$ cat src/rtl/edtv_pkg.sv
package edtv_pkg;
    localparam int LUMA_W_DEF   = 8;
    localparam int DLY_W_DEF    = 4;
    localparam int LINE_W_DEF   = 10;
    localparam int PAT_LEN_DEF  = 5;
    localparam int TARGET_DEF   = 22;
    // first received bit is the MSB
    localparam logic [PAT_LEN_DEF-1:0] SIGNATURE_DEF = 5'b10110;
endpackage

$ cat src/rtl/nrz_strobe_gen.sv
module nrz_strobe_gen #(
    parameter int DLY_W = edtv_pkg::DLY_W_DEF
) (
    input  logic             clk,
    input  logic             rst_n,
    input  logic             nrz_clk,
    input  logic [DLY_W-1:0] delay_cfg,
    output logic             edge_o,
    output logic             strobe_o
);
    typedef struct packed {
        logic             prev;
        logic             pend;
        logic [DLY_W-1:0] cnt;
    } strobe_st_t;

    strobe_st_t s_d, s_q;

    always_comb begin
        s_d      = s_q;
        edge_o   = nrz_clk & ~s_q.prev;
        strobe_o = (edge_o && (delay_cfg == '0)) || (s_q.pend && (s_q.cnt == '0));
        s_d.prev = nrz_clk;
        if (edge_o) begin
            // a fresh edge restarts any pending delay
            s_d.pend = (delay_cfg != '0);
            s_d.cnt  = delay_cfg - DLY_W'(1);
        end else if (s_q.pend) begin
            if (s_q.cnt == '0) begin
                s_d.pend = 1'b0;
            end else begin
                s_d.cnt = s_q.cnt - DLY_W'(1);
            end
        end
    end

    always_ff @(posedge clk or negedge rst_n) begin
        if (!rst_n) begin
            s_q <= '0;
        end else begin
            s_q <= s_d;
        end
    end
endmodule

$ cat src/rtl/line_tracker.sv
module line_tracker #(
    parameter int LINE_W      = edtv_pkg::LINE_W_DEF,
    parameter int TARGET_LINE = edtv_pkg::TARGET_DEF
) (
    input  logic              clk,
    input  logic              rst_n,
    input  logic              field_start,
    input  logic              line_start,
    output logic [LINE_W-1:0] line_o,
    output logic              on_target_o,
    output logic              end_o
);
    localparam logic [LINE_W-1:0] TARGET_V = LINE_W'(TARGET_LINE);
    localparam logic [LINE_W-1:0] LINE_MAX = '1;

    typedef struct packed {
        logic [LINE_W-1:0] line;
    } line_st_t;

    line_st_t s_d, s_q;

    always_comb begin
        s_d         = s_q;
        line_o      = s_q.line;
        on_target_o = (s_q.line == TARGET_V);
        end_o       = on_target_o && (field_start || line_start);
        if (field_start) begin
            s_d.line = LINE_W'(1);
        end else if (line_start && (s_q.line != LINE_MAX)) begin
            s_d.line = s_q.line + LINE_W'(1);
        end
    end

    always_ff @(posedge clk or negedge rst_n) begin
        if (!rst_n) begin
            s_q <= '0;
        end else begin
            s_q <= s_d;
        end
    end
endmodule

$ cat src/rtl/pattern_sampler.sv
module pattern_sampler #(
    parameter int                 LUMA_W    = edtv_pkg::LUMA_W_DEF,
    parameter int                 PAT_LEN   = edtv_pkg::PAT_LEN_DEF,
    parameter logic [PAT_LEN-1:0] SIGNATURE = edtv_pkg::SIGNATURE_DEF,
    localparam int                CNT_W     = $clog2(PAT_LEN + 1)
) (
    input  logic              clk,
    input  logic              rst_n,
    input  logic              strobe,
    input  logic              on_target,
    input  logic              end_line,
    input  logic [LUMA_W-1:0] luma,
    input  logic [LUMA_W-1:0] sep_level,
    output logic [CNT_W-1:0]  count_o,
    output logic              id_o
);
    localparam logic [CNT_W-1:0] FULL = CNT_W'(PAT_LEN);

    typedef struct packed {
        logic [CNT_W-1:0]   cnt;
        logic [PAT_LEN-1:0] bits;
        logic               id;
    } samp_st_t;

    samp_st_t s_d, s_q;
    logic     slice;
    logic     take;

    always_comb begin
        s_d     = s_q;
        slice   = (luma >= sep_level);
        take    = strobe && on_target && (s_q.cnt < FULL);
        count_o = s_q.cnt;
        id_o    = s_q.id;
        if (end_line) begin
            s_d.id   = (s_q.cnt == FULL) && (s_q.bits == SIGNATURE);
            s_d.cnt  = '0;
            s_d.bits = '0;
        end else if (take) begin
            s_d.bits = {s_q.bits[PAT_LEN-2:0], slice};
            s_d.cnt  = s_q.cnt + CNT_W'(1);
        end
    end

    always_ff @(posedge clk or negedge rst_n) begin
        if (!rst_n) begin
            s_q <= '0;
        end else begin
            s_q <= s_d;
        end
    end
endmodule

$ cat src/rtl/edtv_detect.sv
module edtv_detect #(
    parameter int                 LUMA_W      = edtv_pkg::LUMA_W_DEF,
    parameter int                 DLY_W       = edtv_pkg::DLY_W_DEF,
    parameter int                 LINE_W      = edtv_pkg::LINE_W_DEF,
    parameter int                 PAT_LEN     = edtv_pkg::PAT_LEN_DEF,
    parameter int                 TARGET_LINE = edtv_pkg::TARGET_DEF,
    parameter logic [PAT_LEN-1:0] SIGNATURE   = edtv_pkg::SIGNATURE_DEF
) (
    input  logic              clk,
    input  logic              rst_n,
    input  logic              nrz_clk,
    input  logic [LUMA_W-1:0] luma,
    input  logic [LUMA_W-1:0] sep_level,
    input  logic [DLY_W-1:0]  delay_cfg,
    input  logic              field_start,
    input  logic              line_start,
    output logic              edtv_id
);
    localparam int CNT_W = $clog2(PAT_LEN + 1);

    logic              edge_w;
    logic              strobe_w;
    logic [LINE_W-1:0] line_w;
    logic              target_w;
    logic              end_w;
    logic [CNT_W-1:0]  cnt_w;

    nrz_strobe_gen #(.DLY_W(DLY_W)) u_strobe (
        .clk      (clk),
        .rst_n    (rst_n),
        .nrz_clk  (nrz_clk),
        .delay_cfg(delay_cfg),
        .edge_o   (edge_w),
        .strobe_o (strobe_w)
    );

    line_tracker #(.LINE_W(LINE_W), .TARGET_LINE(TARGET_LINE)) u_line (
        .clk        (clk),
        .rst_n      (rst_n),
        .field_start(field_start),
        .line_start (line_start),
        .line_o     (line_w),
        .on_target_o(target_w),
        .end_o      (end_w)
    );

    pattern_sampler #(.LUMA_W(LUMA_W), .PAT_LEN(PAT_LEN), .SIGNATURE(SIGNATURE)) u_samp (
        .clk      (clk),
        .rst_n    (rst_n),
        .strobe   (strobe_w),
        .on_target(target_w),
        .end_line (end_w),
        .luma     (luma),
        .sep_level(sep_level),
        .count_o  (cnt_w),
        .id_o     (edtv_id)
    );
endmodule

$ cat config.mk
export PLATFORM = sky130hd
export DESIGN_NAME = edtv_detect
export DESIGN_NICKNAME = d
export VERILOG_FILES = /design/src/rtl/edtv_pkg.sv /design/src/rtl/nrz_strobe_gen.sv /design/src/rtl/line_tracker.sv /design/src/rtl/pattern_sampler.sv /design/src/rtl/edtv_detect.sv
export SDC_FILE = /design/constraint.sdc
export NUM_CORES = 1
export LEC_CHECK = 0
export ABC_AREA = 1
export BUFFER_PORTS_ARGS = -buffer_cell sky130_fd_sc_hd__buf_4
export CAP_MARGIN = 20
export CELL_PAD_IN_SITES_DETAIL_PLACEMENT = 1
export CELL_PAD_IN_SITES_GLOBAL_PLACEMENT = 1
export CORE_ASPECT_RATIO = 0.75
export CORE_MARGIN = 2
export CORE_UTILIZATION = 41
export DETAILED_ROUTE_END_ITERATION = 12
export PLACE_DENSITY_LB_ADDON = 0.08
export SYNTH_ARGS = -nofsm -noshare
export SYNTH_HDL_FRONTEND = slang
export SYNTH_SLANG_ARGS = --single-unit
$ cat constraint.sdc
create_clock -name clk -period 1.7 [get_ports clk]
set_input_delay 0.17 -clock clk [delete_from_list [all_inputs] [get_ports clk]]
set_output_delay 0.17 -clock clk [all_outputs]
set_load 0.02 [all_outputs]
==> results.py <==
metrics = {
    "status": {
        "run_status": "completed",
    },
    "floorplan": {
        "core_area_mm2": 0.00405,
        "ioPinCount": 26,
        "die_h_um": 60.2,
        "core.rowCount": 20,
        "die_area_mm2": 0.00475,
        "die_width_um": 79.0,
        "start_util_pct": 42.6,
    },
    "detailed_routing": {
        "first_pass_iters": 4,
        "route.detailed.drc": 0,
        "wl_met2_um": 1720,
        "wirelength_um": 3970,
        "top_layer_used": "met4",
        "avgRoutedWirePerCell_um": 12.5,
        "wl_met3_um": 123,
        "vias_per_cell": 4.74,
        "first_iter_violations": 80,
        "drt-met1-wl_um": 2120,
        "vias": 1507,
        "antenna_left": 0,
    },
    "logic_synthesis": {
        "synth_xor_area_share_pct": 4.06,
        "synth_compound_area_share_pct": 6.52,
        "syn_avg_cell_area_um2": 7.38,
        "synthAdderAreaFrac_pct": 10.9,
        "synth_area_leaders": "dfrtp_1, nand2_1, ha_1, inv_1, nand3_1",
        "synth_edf_count": 0,
        "synth_area_mm2": 0.00173,
        "synth_nets": 274,
        "synth_top_family_by_area": "simple AND/OR/NAND/NOR gates",
        "seq_area_frac_synth_pct": 36.2,
        "postSynthCellCount": 234,
        "ys_ff_latch": 25,
        "synth.area.mux_share_pct": 0,
        "ys_types": 24,
        "synth-simple-area-share_pct": 33.2,
        "yosys.area.top_type": "dfrtp_1",
        "yosys.area.top_type_share_pct": 36.2,
        "ys_warn_count": 0,
        "async_flop_share_pct": 100,
        "ys.flop_type": "dfrtp_1",
    },
    "placement": {
        "placed_area_mm2": 0.00197,
        "port_buffers": 25,
        "hpwl_um": 3090,
        "place_congestion": 0.819,
        "dp.cells": 313,
    },
    "worst_hold_path": {
        "min_to": "u_strobe.s_q[5]",
        "min_path_cells": 1,
        "hp-start": "nrz_clk",
        "hp-class": "in2reg",
    },
    "layout": {
        "final_area_mm2": 0.00204,
        "nets": 304,
        "multi_input_area_um2": 957,
        "final_common_cell": "nand2_1",
        "antennaDiodeCount": 0,
        "area_growth_pct": 17.9,
        "layout_common_cells": "nand2_1, inv_1, buf_4, dfrtp_1, nor2_1",
        "fillers": 529,
        "drive_gt1_share_pct": 16.3,
        "final_cells": 318,
        "ff_latch_area_um2": 626,
    },
    "timing": {
        "final-setup-viol-count": 0,
        "hold_slack_ps": 22.9,
        "finClkSkew_ps": 1.73,
        "tightest_slew_ps": 520,
        "slew_viol_final": 0,
        "hold_viol_final": 0,
        "slew_headroom_pct": 65.0,
        "min_period_ps": 1570,
        "fmax_ghz": 0.638,
        "timing.setup.tns_ps": 0,
        "rsz0062_at_grt": "yes",
        "period_share_pct": 92.1,
    },
    "grt": {
        "antenna_found_initial": 0,
        "grt_pass1_vias": 1498,
        "grt-ovfl-total": 0,
        "grt_pass1_wl_um": 6870,
        "grt_usage_pct": 18.5,
        "grt_max_degree": 26,
    },
    "cts": {
        "cts.sinks": 25,
        "cts.path.max_buffers": 2,
        "clk_latency_ps": 270,
        "path_clk_slew_ps": 90,
        "cts_buffers": 3,
        "cts_tree": "yes",
        "cts.htree.levels": 1,
        "clockRootBuffer": "clkbuf_8",
    },
    "worst_setup_path": {
        "cp.required_ps": 1840,
        "path_class": "reg2reg",
        "critPathArrivalTime_ps": 1710,
        "reg2reg_to": "u_line.line_o[0]",
        "ff2ff_path_depth": 7,
        "regToRegSetupSlack_ps": 130,
        "critPathLaunch": "u_line.line_o[0]",
        "path_max_fanout": 9,
        "critPathLaunchType": "flip-flop",
        "regToRegStartpoint": "u_line.line_o[0]",
        "endpoint_kind": "flip-flop",
    },
    "power_and_ir_drop": {
        "cellPowerDensity_mw_per_mm2": 781,
        "ir_worst_vdd_uv": 680,
        "p_leak_uw": 0.00107,
        "finalPower_uw": 1590,
    },
    "job": {
        "max_cap_viol_count": 0,
    },
}
layer usage:
metal | GRT usage [%] | vias to the layer above
met4 | 1.48 | 0
li1 | - | 786
met1 | 27.9 | 705
met3 | 3.78 | 2
met2 | 28.5 | 14
met5 | 0 | -
how the worst max path moves through the flow:
stage,endpoint,cells past startpoint
after floorplan,u_samp.count_o[0],8
after global placement,u_samp.count_o[2],9
after detailed placement,u_line.line_o[0],7
after CTS,u_line.line_o[0],7
after global routing,u_samp.count_o[0],8
final,u_line.line_o[0],7
worst max-delay path, stage by stage (launching register included):
cell	delay [ps]
dfrtp_1	420
ha_1	240
nand2_2	90
nor2_2	50
nand4_1	80
nand3_1	290
nand2_1	160
o21ai_0	110
layout make-up:
cell class / instances / share of cell area, %
repair buffers: 27 / 10.1
clock buffers: 4 / 2.21
flip-flops and latches: 25 / 30.7
well taps: 55 / 3.38
inverters: 36 / 6.63
multi-input cells: 171 / 47.0
state kept, by name (all words and copies together), names as in the netlist:
| name | count |
|---|---|
| u_line.line_o | 10 |
| u_strobe.s_q | 6 |
| u_samp.count_o | 3 |
| u_samp.id_o | 1 |
| u_samp.s_q | 5 |
through the flow:
step	util, %	worst slack (ps)
after floorplan	-	342
after global placement	48.6	167
after detailed placement	48.6	119
after CTS	49.9	106
after global routing	50.2	-26.1
final	50.2	134
power breakdown:
group          internal, uW  switching, uW  total [uW]
Combinational           209            285         494
Sequential              672           66.7         739
Clock                   168            190         358
Total                  1050            542        1590
synthesized netlist by cell type (3+ instances only):
cell / n
a21oi_1: 5
nand2_2: 3
o21ai_0: 11
xor2_1: 5
ha_1: 15
nand3_2: 3
nor2_2: 3
nor2_1: 18
nand2_1: 74
nand3_1: 15
inv_1: 36
dfrtp_1: 25
xnor2_1: 3
kinds of logic after synthesis:
group | Yosys count
and+or+nand+nor | 127
buffers and inverters | 38
DFF | 25
AOI/OAI and AO/OA | 21
adders and majority gates | 15
xor gates and xnor gates | 8
what timing repair did:
item	CTS	global route
hold buffers	1	0
resized for setup	0	2
setup buffers	0	0
setup endpoints to repair	0	1
hold endpoints to repair	25	0
No activity file was read; power rests on OpenSTA's default activity.
